**src/rtl/gpio_pd_pkg.sv**
```systemverilog
package gpio_pd_pkg;
  typedef enum logic [1:0] {
    SEL_NONE = 2'd0,
    SEL_DATA = 2'd1,
    SEL_DIR  = 2'd2,
    SEL_INH  = 2'd3
  } reg_sel_e;
endpackage

```
**src/rtl/gpio_pd_decode.sv**
```systemverilog
module gpio_pd_decode
  import gpio_pd_pkg::*;
#(
  parameter int unsigned ADDR_W = 5,
  parameter logic [ADDR_W-1:0] OFF_DATA = 'h00,
  parameter logic [ADDR_W-1:0] OFF_DIR  = 'h04,
  parameter logic [ADDR_W-1:0] OFF_INH  = 'h10
) (
  input  logic [ADDR_W-1:0] addr_i,
  output reg_sel_e          sel_o
);
  always_comb begin
    if (addr_i == OFF_DATA)      sel_o = SEL_DATA;
    else if (addr_i == OFF_DIR)  sel_o = SEL_DIR;
    else if (addr_i == OFF_INH)  sel_o = SEL_INH;
    else                         sel_o = SEL_NONE;
  end
endmodule

```
**src/rtl/gpio_pd_regs.sv**
```systemverilog
module gpio_pd_regs
  import gpio_pd_pkg::*;
#(
  parameter int unsigned WIDTH = 8
) (
  input  logic             clk_i,
  input  logic             rst_ni,
  input  logic             we_i,
  input  reg_sel_e         sel_i,
  input  logic [WIDTH-1:0] wdata_i,
  output logic [WIDTH-1:0] latch_o,
  output logic [WIDTH-1:0] dir_o,
  output logic [WIDTH-1:0] inh_o
);
  always_ff @(posedge clk_i or negedge rst_ni) begin
    if (!rst_ni) begin
      latch_o <= '0;
      dir_o   <= '0;
      inh_o   <= '0;
    end else if (we_i) begin
      unique case (sel_i)
        SEL_DATA: latch_o <= wdata_i;
        SEL_DIR:  dir_o   <= wdata_i;
        SEL_INH:  inh_o   <= wdata_i;
        default: ;
      endcase
    end
  end


  dir_wr_chk: assert property (@(posedge clk_i) disable iff (!rst_ni)
    (we_i && sel_i == SEL_DIR) |=> dir_o == $past(wdata_i));


  latch_wr_chk: assert property (@(posedge clk_i) disable iff (!rst_ni)
    (we_i && sel_i == SEL_DATA) |=> latch_o == $past(wdata_i));


  unmapped_wr_chk: assert property (@(posedge clk_i) disable iff (!rst_ni)
    (we_i && sel_i == SEL_NONE) |=> ($stable(latch_o) && $stable(dir_o) && $stable(inh_o)));
endmodule

```
**src/rtl/gpio_pd_sync.sv**
```systemverilog
module gpio_pd_sync #(
  parameter int unsigned WIDTH  = 8,
  parameter int unsigned STAGES = 2
) (
  input  logic             clk_i,
  input  logic             rst_ni,
  input  logic [WIDTH-1:0] d_i,
  output logic [WIDTH-1:0] q_o
);
  logic [STAGES-1:0][WIDTH-1:0] st_q;

  always_ff @(posedge clk_i or negedge rst_ni) begin
    if (!rst_ni) begin
      st_q <= '0;
    end else begin
      st_q[0] <= d_i;
      for (int s = 1; s < STAGES; s++) st_q[s] <= st_q[s-1];
    end
  end

  assign q_o = st_q[STAGES-1];
endmodule

```
**src/rtl/gpio_pd_padctl.sv**
```systemverilog
module gpio_pd_padctl #(
  parameter int unsigned WIDTH = 8
) (
  input  logic             clk_i,
  input  logic             rst_ni,
  input  logic             pd_disable_i,
  input  logic [WIDTH-1:0] latch_i,
  input  logic [WIDTH-1:0] dir_i,
  input  logic [WIDTH-1:0] inh_i,
  output logic [WIDTH-1:0] oe_o,
  output logic [WIDTH-1:0] do_o,
  output logic [WIDTH-1:0] pd_o
);
  for (genvar g = 0; g < WIDTH; g++) begin : g_pin
    always_ff @(posedge clk_i or negedge rst_ni) begin
      if (!rst_ni) begin
        oe_o[g] <= 1'b0;
        do_o[g] <= 1'b0;
        pd_o[g] <= 1'b0;
      end else begin
        oe_o[g] <= dir_i[g];
        do_o[g] <= latch_i[g];
        pd_o[g] <= !pd_disable_i && !dir_i[g] && !inh_i[g];
      end
    end


    oe_no_pd_chk: assert property (@(posedge clk_i) disable iff (!rst_ni)
      oe_o[g] |-> !pd_o[g]);


    pd_handoff_chk: assert property (@(posedge clk_i) disable iff (!rst_ni)
      ($fell(oe_o[g]) && !pd_disable_i && !$past(inh_i[g])) |-> pd_o[g]);


    inh_blocks_pd_chk: assert property (@(posedge clk_i) disable iff (!rst_ni)
      inh_i[g] |=> !pd_o[g]);
  end


  opt_off_chk: assert property (@(posedge clk_i) disable iff (!rst_ni)
    pd_disable_i |=> pd_o == '0);

  opt_static_chk: assert property (@(posedge clk_i) disable iff (!rst_ni)
    $stable(pd_disable_i));
endmodule

```
**src/rtl/gpio_pd_port.sv**
```systemverilog
module gpio_pd_port
  import gpio_pd_pkg::*;
#(
  parameter int unsigned WIDTH       = 8,
  parameter int unsigned ADDR_W      = 5,
  parameter int unsigned SYNC_STAGES = 2,
  parameter logic [ADDR_W-1:0] OFF_DATA = 'h00,
  parameter logic [ADDR_W-1:0] OFF_DIR  = 'h04,
  parameter logic [ADDR_W-1:0] OFF_INH  = 'h10
) (
  input  logic              clk_i,
  input  logic              rst_ni,
  input  logic              pd_disable_i,
  input  logic [ADDR_W-1:0] addr_i,
  input  logic [WIDTH-1:0]  wdata_i,
  input  logic              we_i,
  input  logic              re_i,
  output logic [WIDTH-1:0]  rdata_o,
  input  logic [WIDTH-1:0]  pin_i,
  output logic [WIDTH-1:0]  pad_oe_o,
  output logic [WIDTH-1:0]  pad_do_o,
  output logic [WIDTH-1:0]  pad_pd_o
);
  reg_sel_e         sel;
  logic [WIDTH-1:0] latch_q, dir_q, inh_q, pin_s, rd_mux;

  gpio_pd_decode #(
    .ADDR_W(ADDR_W), .OFF_DATA(OFF_DATA), .OFF_DIR(OFF_DIR), .OFF_INH(OFF_INH)
  ) u_dec (
    .addr_i(addr_i), .sel_o(sel)
  );

  gpio_pd_regs #(.WIDTH(WIDTH)) u_regs (
    .clk_i(clk_i), .rst_ni(rst_ni), .we_i(we_i), .sel_i(sel), .wdata_i(wdata_i),
    .latch_o(latch_q), .dir_o(dir_q), .inh_o(inh_q)
  );

  gpio_pd_sync #(.WIDTH(WIDTH), .STAGES(SYNC_STAGES)) u_sync (
    .clk_i(clk_i), .rst_ni(rst_ni), .d_i(pin_i), .q_o(pin_s)
  );

  gpio_pd_padctl #(.WIDTH(WIDTH)) u_pad (
    .clk_i(clk_i), .rst_ni(rst_ni), .pd_disable_i(pd_disable_i),
    .latch_i(latch_q), .dir_i(dir_q), .inh_i(inh_q),
    .oe_o(pad_oe_o), .do_o(pad_do_o), .pd_o(pad_pd_o)
  );

  // inhibit mask is write-only; its offset reads as zero
  always_comb begin
    unique case (sel)
      SEL_DATA: rd_mux = (dir_q & latch_q) | (~dir_q & pin_s);
      SEL_DIR:  rd_mux = dir_q;
      default:  rd_mux = '0;
    endcase
  end

  always_ff @(posedge clk_i or negedge rst_ni) begin
    if (!rst_ni)   rdata_o <= '0;
    else if (re_i) rdata_o <= rd_mux;
    else           rdata_o <= '0;
  end


  inh_rd_zero_chk: assert property (@(posedge clk_i) disable iff (!rst_ni)
    (re_i && sel == SEL_INH) |=> rdata_o == '0);


  unmapped_rd_zero_chk: assert property (@(posedge clk_i) disable iff (!rst_ni)
    (re_i && sel == SEL_NONE) |=> rdata_o == '0);


  idle_rd_zero_chk: assert property (@(posedge clk_i) disable iff (!rst_ni)
    !re_i |=> rdata_o == '0);

  one_strobe_chk: assert property (@(posedge clk_i) disable iff (!rst_ni)
    !(we_i && re_i));
endmodule

```
**config.mk**
```make
export PLATFORM = sky130hd
export DESIGN_NAME = gpio_pd_port
export DESIGN_NICKNAME = d
export VERILOG_FILES = /design/src/rtl/gpio_pd_pkg.sv /design/src/rtl/gpio_pd_decode.sv /design/src/rtl/gpio_pd_regs.sv /design/src/rtl/gpio_pd_sync.sv /design/src/rtl/gpio_pd_padctl.sv /design/src/rtl/gpio_pd_port.sv
export SDC_FILE = /design/constraint.sdc
export NUM_CORES = 1
export LEC_CHECK = 0
export ABC_AREA = 1
export CAP_MARGIN = 5
export CORE_MARGIN = 10
export CORE_UTILIZATION = 45
export DETAILED_ROUTE_END_ITERATION = 6
export MAX_ROUTING_LAYER = met4
export PLACE_DENSITY = 0.73
export REMOVE_ABC_BUFFERS = 1
export SKIP_LAST_GASP = 1
export SLEW_MARGIN = 25
export SYNTH_ARGS = -nofsm -noshare
export SYNTH_HDL_FRONTEND = slang
export SYNTH_SLANG_ARGS = --single-unit
```
**constraint.sdc**
```tcl
create_clock -name clk_i -period 1.31 [get_ports clk_i]
set_input_delay 0.3275 -clock clk_i [delete_from_list [all_inputs] [get_ports clk_i]]
set_output_delay 0.3275 -clock clk_i [all_outputs]
set_load 0.03 [all_outputs]
```
==> summary.md, run 1 <==
| Metric | Value |
|---|---|
| Outcome | finished with violations |
| Failing checks | hold timing |
| Drt first pass iters | 4 |
| Startpoint Class | register |
| Fin crit period | 1.21 ns |
| Initial Utilization | 46.4% |
| Mapped Area | 2560 um2 |
| Lkg Pwr | 1.79 nW |
| Worst-path clk slew | 0.08 ns |
| Final Skew | 0.00549 ns |
| Dpl cells | 352 |
| Core area | 5510 um2 |
| Worst setup margin | 0.100 ns |
| Max_slew headroom | 73.2% |
| Worst r2r dst | rdata_o[6]$_DFF_PN0_ |
| Clk_lat worst skew | 0.33 ns |
| Overflow left after global routing | 0 |
| Placer Congestion | 0.828 |
| Die width | 95.4 um |
| Maximum vdd drop | 0.897 mV |
| Antenna-violating nets left | 0 |
| WHS | -0.00198 ns |
| Reg2Reg Setup Slack | 0.31 ns |
| Cells after synthesis | 219 |
| Row Count | 27 |
| I/O pin count | 58 |
| CP max stage delay | 0.41 ns |
| Average size of a mapped cell | 11.7 um2 |
| #FFs+latches synth | 72 |
| Worst slack at placement | -0.345 ns |
| CTS tree | done |
| Total CTS buffers | 9 |
| RSZ-0062 raised after global routing | no |
| Fin. max-slew vios | 0 |
| Finished Layout Cells | 371 |
| Die area | 9100 um2 |
| CP Cell Sequence | buf_12 |
| YS warnings | 0 |
| DIE HEIGHT | 95.4 um |
| Reg2reg start | u_regs.dir_o[6]$_DFFE_PN0P_ |
| # clock sinks | 72 |
| Hold Violations, Final | 1 |
| Fmax | 826 MHz |
| Max-Cap Viols | 0 |
| Final count of negative-setup-slack endpoints | 0 |
| Drt wl/cell | 15.2 um |
| DRC | 0 |
| Distinct cell type count after synthesis | 21 |
| Critical path type | reg2out |
| Worst path buffer plus inverter count | 1 |
| Vias | 1793 |
| Clock Tree Buf Depth | 2 |
| DPL Wire Length | 4020 um |
| GRT Resource Usage Total | 13.3% |
| H-tree depth | 3 |
| Sequential fraction of the synthesis area | 70.5% |
| Vias in the first global route | 1854 |
| CP top delay family | flip-flops |
| Worst Path Arrival | 0.88 ns |
| Detailed Route Iter0 Violations | 107 |
| Slowest CP cell | dfrtp_1 |
| Ant. Diodes | 0 |
| Final WL | 5650 um |
| P&R area growth vs syn | 40.3% |
| Final period util | 92.4% |
| Power per Cell Area | 1660 nW/um2 |
| Pin count of the biggest net entering global routing | 73 |
| Antenna violations before repair | 0 |
| Fin nets | 320 |
| Worst Tran Pin Value | 0.402 ns |
| First-pass GRT wire length | 9180 um |
| Worst reg-to-reg path cell count | 3 |
| Crit. End Element | output pin |
| Number of vias per cell | 4.83 |
| Min-delay worst type | in2async |
| Worst Path Max Fanout | 1 |
| Clock root cell | clkbuf_8 |
| Layout cells sized above 1 | 28.8% |
| Port buffer count | 57 |
| Data required, critical path | 0.98 ns |
## where the power goes
part,internal (W),switching [W],total (W),leakage (nW)
Sequential,0.00251,0.000199,0.00271,0.917
Combinational,0.000393,0.000560,0.000954,0.744
Clock,0.00151,0.000786,0.00230,0.130
## what timing repair did
action	4_1_cts	5_1_grt
gates cloned	0	0
gates resized for setup	1	21
hold buffers	0	0
buffers inserted	0	3
pin swaps	1	5
setup endpoints to repair	1	32
## synthesized netlist by cell type
cell type / count / share of area [%]
nand2_4: 2 / 0.88
nor3_1: 8 / 1.6
clkbuf_1: 1 / 0.15
buf_6: 1 / 0.44
nor2_4: 5 / 2.2
nand3_4: 1 / 0.69
inv_1: 18 / 2.6
o21ai_0: 21 / 4.1
nand4_4: 1 / 0.83
buf_8: 1 / 0.59
nor2_1: 1 / 0.15
buf_4: 1 / 0.29
clkinv_1: 1 / 0.15
nand3_1: 8 / 1.6
dfrtp_1: 72 / 70
nor2_8: 1 / 0.78
a21oi_1: 8 / 1.6
o21ai_1: 3 / 0.59
nand2_1: 56 / 8.2
inv_2: 1 / 0.15
nand4_1: 8 / 2.0
## registers in the layout, summed over array words and instances (netlist names)
signal	count
u_pad.pd_o	8
u_pad.do_o	8
u_sync.st_q	8
u_regs.inh_o	8
u_regs.dir_o	8
u_pad.oe_o	8
u_regs.latch_o	8
u_sync.q_o	8
rdata_o	8
## metal layers
metal,track usage (%),up-vias,part of all wire (%)
met5,-,-,0
met4,7.13,0,0.76
met3,3.22,4,5.9
met2,19.8,52,49
met1,16.4,879,44
li1,-,858,-
## cells by family (layout without fill, tap and decap cells)
| kind of cell | count (synthesis) | count (layout) | synth area share [%] |
|---|---|---|---|
| flops | 72 | 72 | 70.5 |
| buf+inv | 24 | 104 | 4.40 |
| compound gates | 32 | 32 | 6.27 |
| simple gates | 91 | 91 | 18.8 |
## per-stage QoR
step / hold WS, ns / power, W / instance area (um2) / setup TNS, ns / utilization [%]
2_1_floorplan: 0.0319 / 0.00315 / 2520 / 0 / -
4_1_cts: 0.0126 / 0.00599 / 3500 / 0 / 63.6
3_3_place_gp: 0.334 / 0.00369 / 3230 / -8.73 / 58.6
6_report: -0.00198 / 0.00596 / 3590 / 0 / 65.1
5_1_grt: 0.0198 / 0.00622 / 3590 / 0 / 65.1
3_5_place_dp: 0.335 / 0.00370 / 3230 / -9.68 / 58.6
## cell usage in the layout (no fill, tap or decap)
master / count
clkdlybuf4s50_1: 19
clkbuf_1: 1
a21oi_2: 8
nor3_1: 8
inv_1: 18
o21ai_1: 3
buf_2: 1
inv_2: 1
dfrtp_1: 72
buf_4: 36
bufinv_16: 4
clkinv_1: 1
nor2_2: 1
buf_12: 6
nand2_1: 49
dlymetal6s2s_1: 5
o21ai_0: 21
nand4_1: 8
clkinvlp_4: 1
nor2_8: 1
nor2_4: 5
buf_6: 1
nand2_2: 7
nand3_1: 8
nand4_4: 1
nand2_4: 2
clkbuf_8: 10
nand3_4: 1
## cell type report
type,instances,area [um2]
tap,72,90.1
clock inverter,5,128
timing repair buffer,68,659
fill,430,1920
multi-input combinational,123,692
inverter,20,75.1
clock buffer,11,141
sequential,72,1800
## worst max-delay path by stage
| stage | depth (start not counted) | to | startpoint |
|---|---|---|---|
| 5_1_grt | 5 | u_regs.latch_o[1]$_DFFE_PN0P_ | we_i |
| 2_1_floorplan | 6 | u_regs.dir_o[0]$_DFFE_PN0P_ | addr_i[1] |
| 3_3_place_gp | 6 | rdata_o[3]$_DFF_PN0_ | addr_i[4] |
| 6_report | 1 | pad_oe_o[0] | u_pad.oe_o[0]$_DFF_PN0_ |
| 4_1_cts | 6 | rdata_o[7]$_DFF_PN0_ | addr_i[0] |
| 3_5_place_dp | 6 | rdata_o[7]$_DFF_PN0_ | addr_i[1] |
Power figures use the tool's default switching activity.
==> inputs of run 2 (changes only) <==
HOLD_SLACK_MARGIN = 0.05   (was default)
PLACE_DENSITY = 0.76   (was 0.73)
==> run 2 against run 1 <==
Effect of this change:
- highest routed layer unchanged
- fmax shrank 4.0%
- wire length shrank 2.5%
- the flow now finishes without violations
- final area shrank 3.0%
- worst hold slack gained 0.35 ns
- largest power group unchanged
- non-clock buffer count shrank 2
- clock-buffer cell count grew 3
- clock skew grew 0.00098 ns
- combinational power shrank 2.2%
==> summary.md, run 2 (synthesis results as in run 1) <==
| Metric | Value |
|---|---|
| Fin nets | 319 |
| RSZ-0062 raised after global routing | yes |
| Clock root cell | clkbuf_8 |
| Hold Violations, Final | 0 |
| Placer Congestion | 0.836 |
| Ant. Diodes | 0 |
| Lkg Pwr | 1.75 nW |
| Outcome | complete, no violations |
| Post-CTS Setup Bufs | 0 |
| Startpoint Class | primary input |
| Overflow left after global routing | 0 |
| WHS | 0.351 ns |
| Final Skew | 0.00647 ns |
| Core area | 5510 um2 |
| Min-delay worst type | reg2reg |
| Final WL | 5510 um |
| Clk_lat worst skew | 0.35 ns |
| Final Util | 63.2% |
| Total CTS buffers | 9 |
| Pin count of the biggest net entering global routing | 73 |
| Power per Cell Area | 1580 nW/um2 |
| Sequential Power Share | 49.4% |
| Switching share of power | 27.5% |
| Critical path type | in2reg |
| Fmax | 793 MHz |
| Antenna violations before repair | 0 |
| Drt wl/cell | 14.9 um |
| Max_slew headroom | 76.0% |
| Max-Cap Viols | 0 |
| Register area | 1800 um2 |
| Clock group share of total power | 33.6% |
| Final count of negative-setup-slack endpoints | 0 |
| Worst-path clk slew | 0.07 ns |
| DPL Wire Length | 3960 um |
| Number of vias per cell | 4.82 |
| Row Count | 27 |
| CTS tree | done |
| Worst Path Arrival | 1.52 ns |
| DIE HEIGHT | 95.4 um |
| Port buffer count | 57 |
| Multi-input gate area | 667 um2 |
| H-tree depth | 3 |
| Initial Utilization | 46.4% |
| Die width | 95.4 um |
| # clock sinks | 72 |
| First-pass GRT wire length | 8860 um |
| Crit. End Element | register |
| Worst Tran Pin Value | 0.359 ns |
| Detailed Route Iter0 Violations | 87 |
| Vias | 1785 |
| Drt first pass iters | 5 |
| I/O pin count | 58 |
| Layout cells sized above 1 | 24.5% |
| Die area | 9100 um2 |
| Maximum vdd drop | 0.717 mV |
| Most frequent cells in the layout | dfrtp_1, nand2_1, buf_4, o21ai_0, clkdlybuf4s50_1 |
| Clock Tree Buf Depth | 2 |
| GRT Resource Usage Total | 13.3% |
| Fillers | 421 |
| Antenna-violating nets left | 0 |
| Combinational group share of total power | 17.0% |
| P&R area growth vs syn | 36.1% |
| Fin. max-slew vios | 0 |
| Data required, critical path | 1.57 ns |
| Fin crit period | 1.26 ns |
| Vias in the first global route | 1733 |
| Final period util | 96.3% |
| DRC | 0 |
| Net load switching power | 0.00151 W |
| Worst Path Max Fanout | 8 |
| Commonest non-fill, non-tap cell in the layout | dfrtp_1 |
| Internal power | 0.00398 W |
run 2: cell count changes in the layout (fill, tap and decap cells not counted), sizes merged:
cell / before / now
buf: 44 / 41
bufinv: 4 / 1
clkbuf: 11 / 14
clkdlybuf4s50: 19 / 20
clkinv: 1 / 2
clkinvlp: 1 / 0
dlygate4sd3: 0 / 1
dlymetal6s2s: 5 / 4
nand3: 9 / 10
run 2: worst max-delay path, cell delays in order:
cell	delay [ns]
clkdlybuf4s50_1	0.48
nor2_2	0.16
nand2_4	0.09
nor2_4	0.22
nand2_1	0.07
a21oi_1	0.16
run 2: power groups by stage:
| stage | sequential (W) | clock [W] | combinational, W |
|---|---|---|---|
| finish | 0.00271 | 0.00184 | 0.000933 |
| global route | 0.00275 | 0.00197 | 0.00101 |
| CTS | 0.00271 | 0.00187 | 0.000948 |
| detailed placement | 0.00275 | 0 | 0.000939 |
| global placement | 0.00275 | 0 | 0.000916 |
| floorplan | 0.00296 | 0 | 0.000194 |
run 2: per-layer routing:
layer / wire, um / global-route usage [%]
met4: 127 / 7.00
met5: 0 / -
met1: 2300 / 15.8
met2: 2630 / 19.4
met3: 454 / 4.79
run 2: path summary, 6_finish.rpt:
kind | start | to | slack, ns | cells past startpoint
min | u_sync.st_q[6]$_DFF_PN0_ | u_sync.q_o[6]$_DFF_PN0_ | 0.35 | 0
max in group asynchronous | rst_ni | rdata_o[7]$_DFF_PN0_ | 0.49 | 3
min in group asynchronous | rst_ni | u_regs.dir_o[3]$_DFFE_PN0P_ | 0.53 | 3
max | addr_i[4] | rdata_o[7]$_DFF_PN0_ | 0.05 | 6
max reg2reg | u_regs.dir_o[7]$_DFFE_PN0P_ | rdata_o[7]$_DFF_PN0_ | 0.35 | 3
min reg2reg | u_sync.st_q[6]$_DFF_PN0_ | u_sync.q_o[6]$_DFF_PN0_ | 0.35 | 0
run 2: per-stage QoR:
step	setup WS [ns]	instances	total power [W]	cell area (um2)	TNS, ns
after global routing	-0.00974	370	0.00573	3480	-0.0149
after floorplan	0.162	215	0.00315	2520	0
final	0.0489	370	0.00548	3480	0
after global placement	-0.310	352	0.00366	3220	-8.43
after CTS	0.0104	369	0.00553	3450	0
after detailed placement	-0.349	352	0.00369	3220	-9.56
run 2: what timing repair did:
item / in CTS / in global routing
hold endpoints to repair: 72 / 0
cloned: 0 / 1
hold buffers: 1 / 0
gates resized for setup: 1 / 9
endpoints found under the setup margin: 1 / 22
pin swaps: 0 / 8
run 2: final cells by class:
cell class              count  area share, %
flip-flops and latches     72           51.8
multi-input cells         124           19.2
repair buffers             66           18.1
clock buffers              14           5.25
well taps                  72           2.59
inverters                  20           2.16
clock inverters             2           1.01
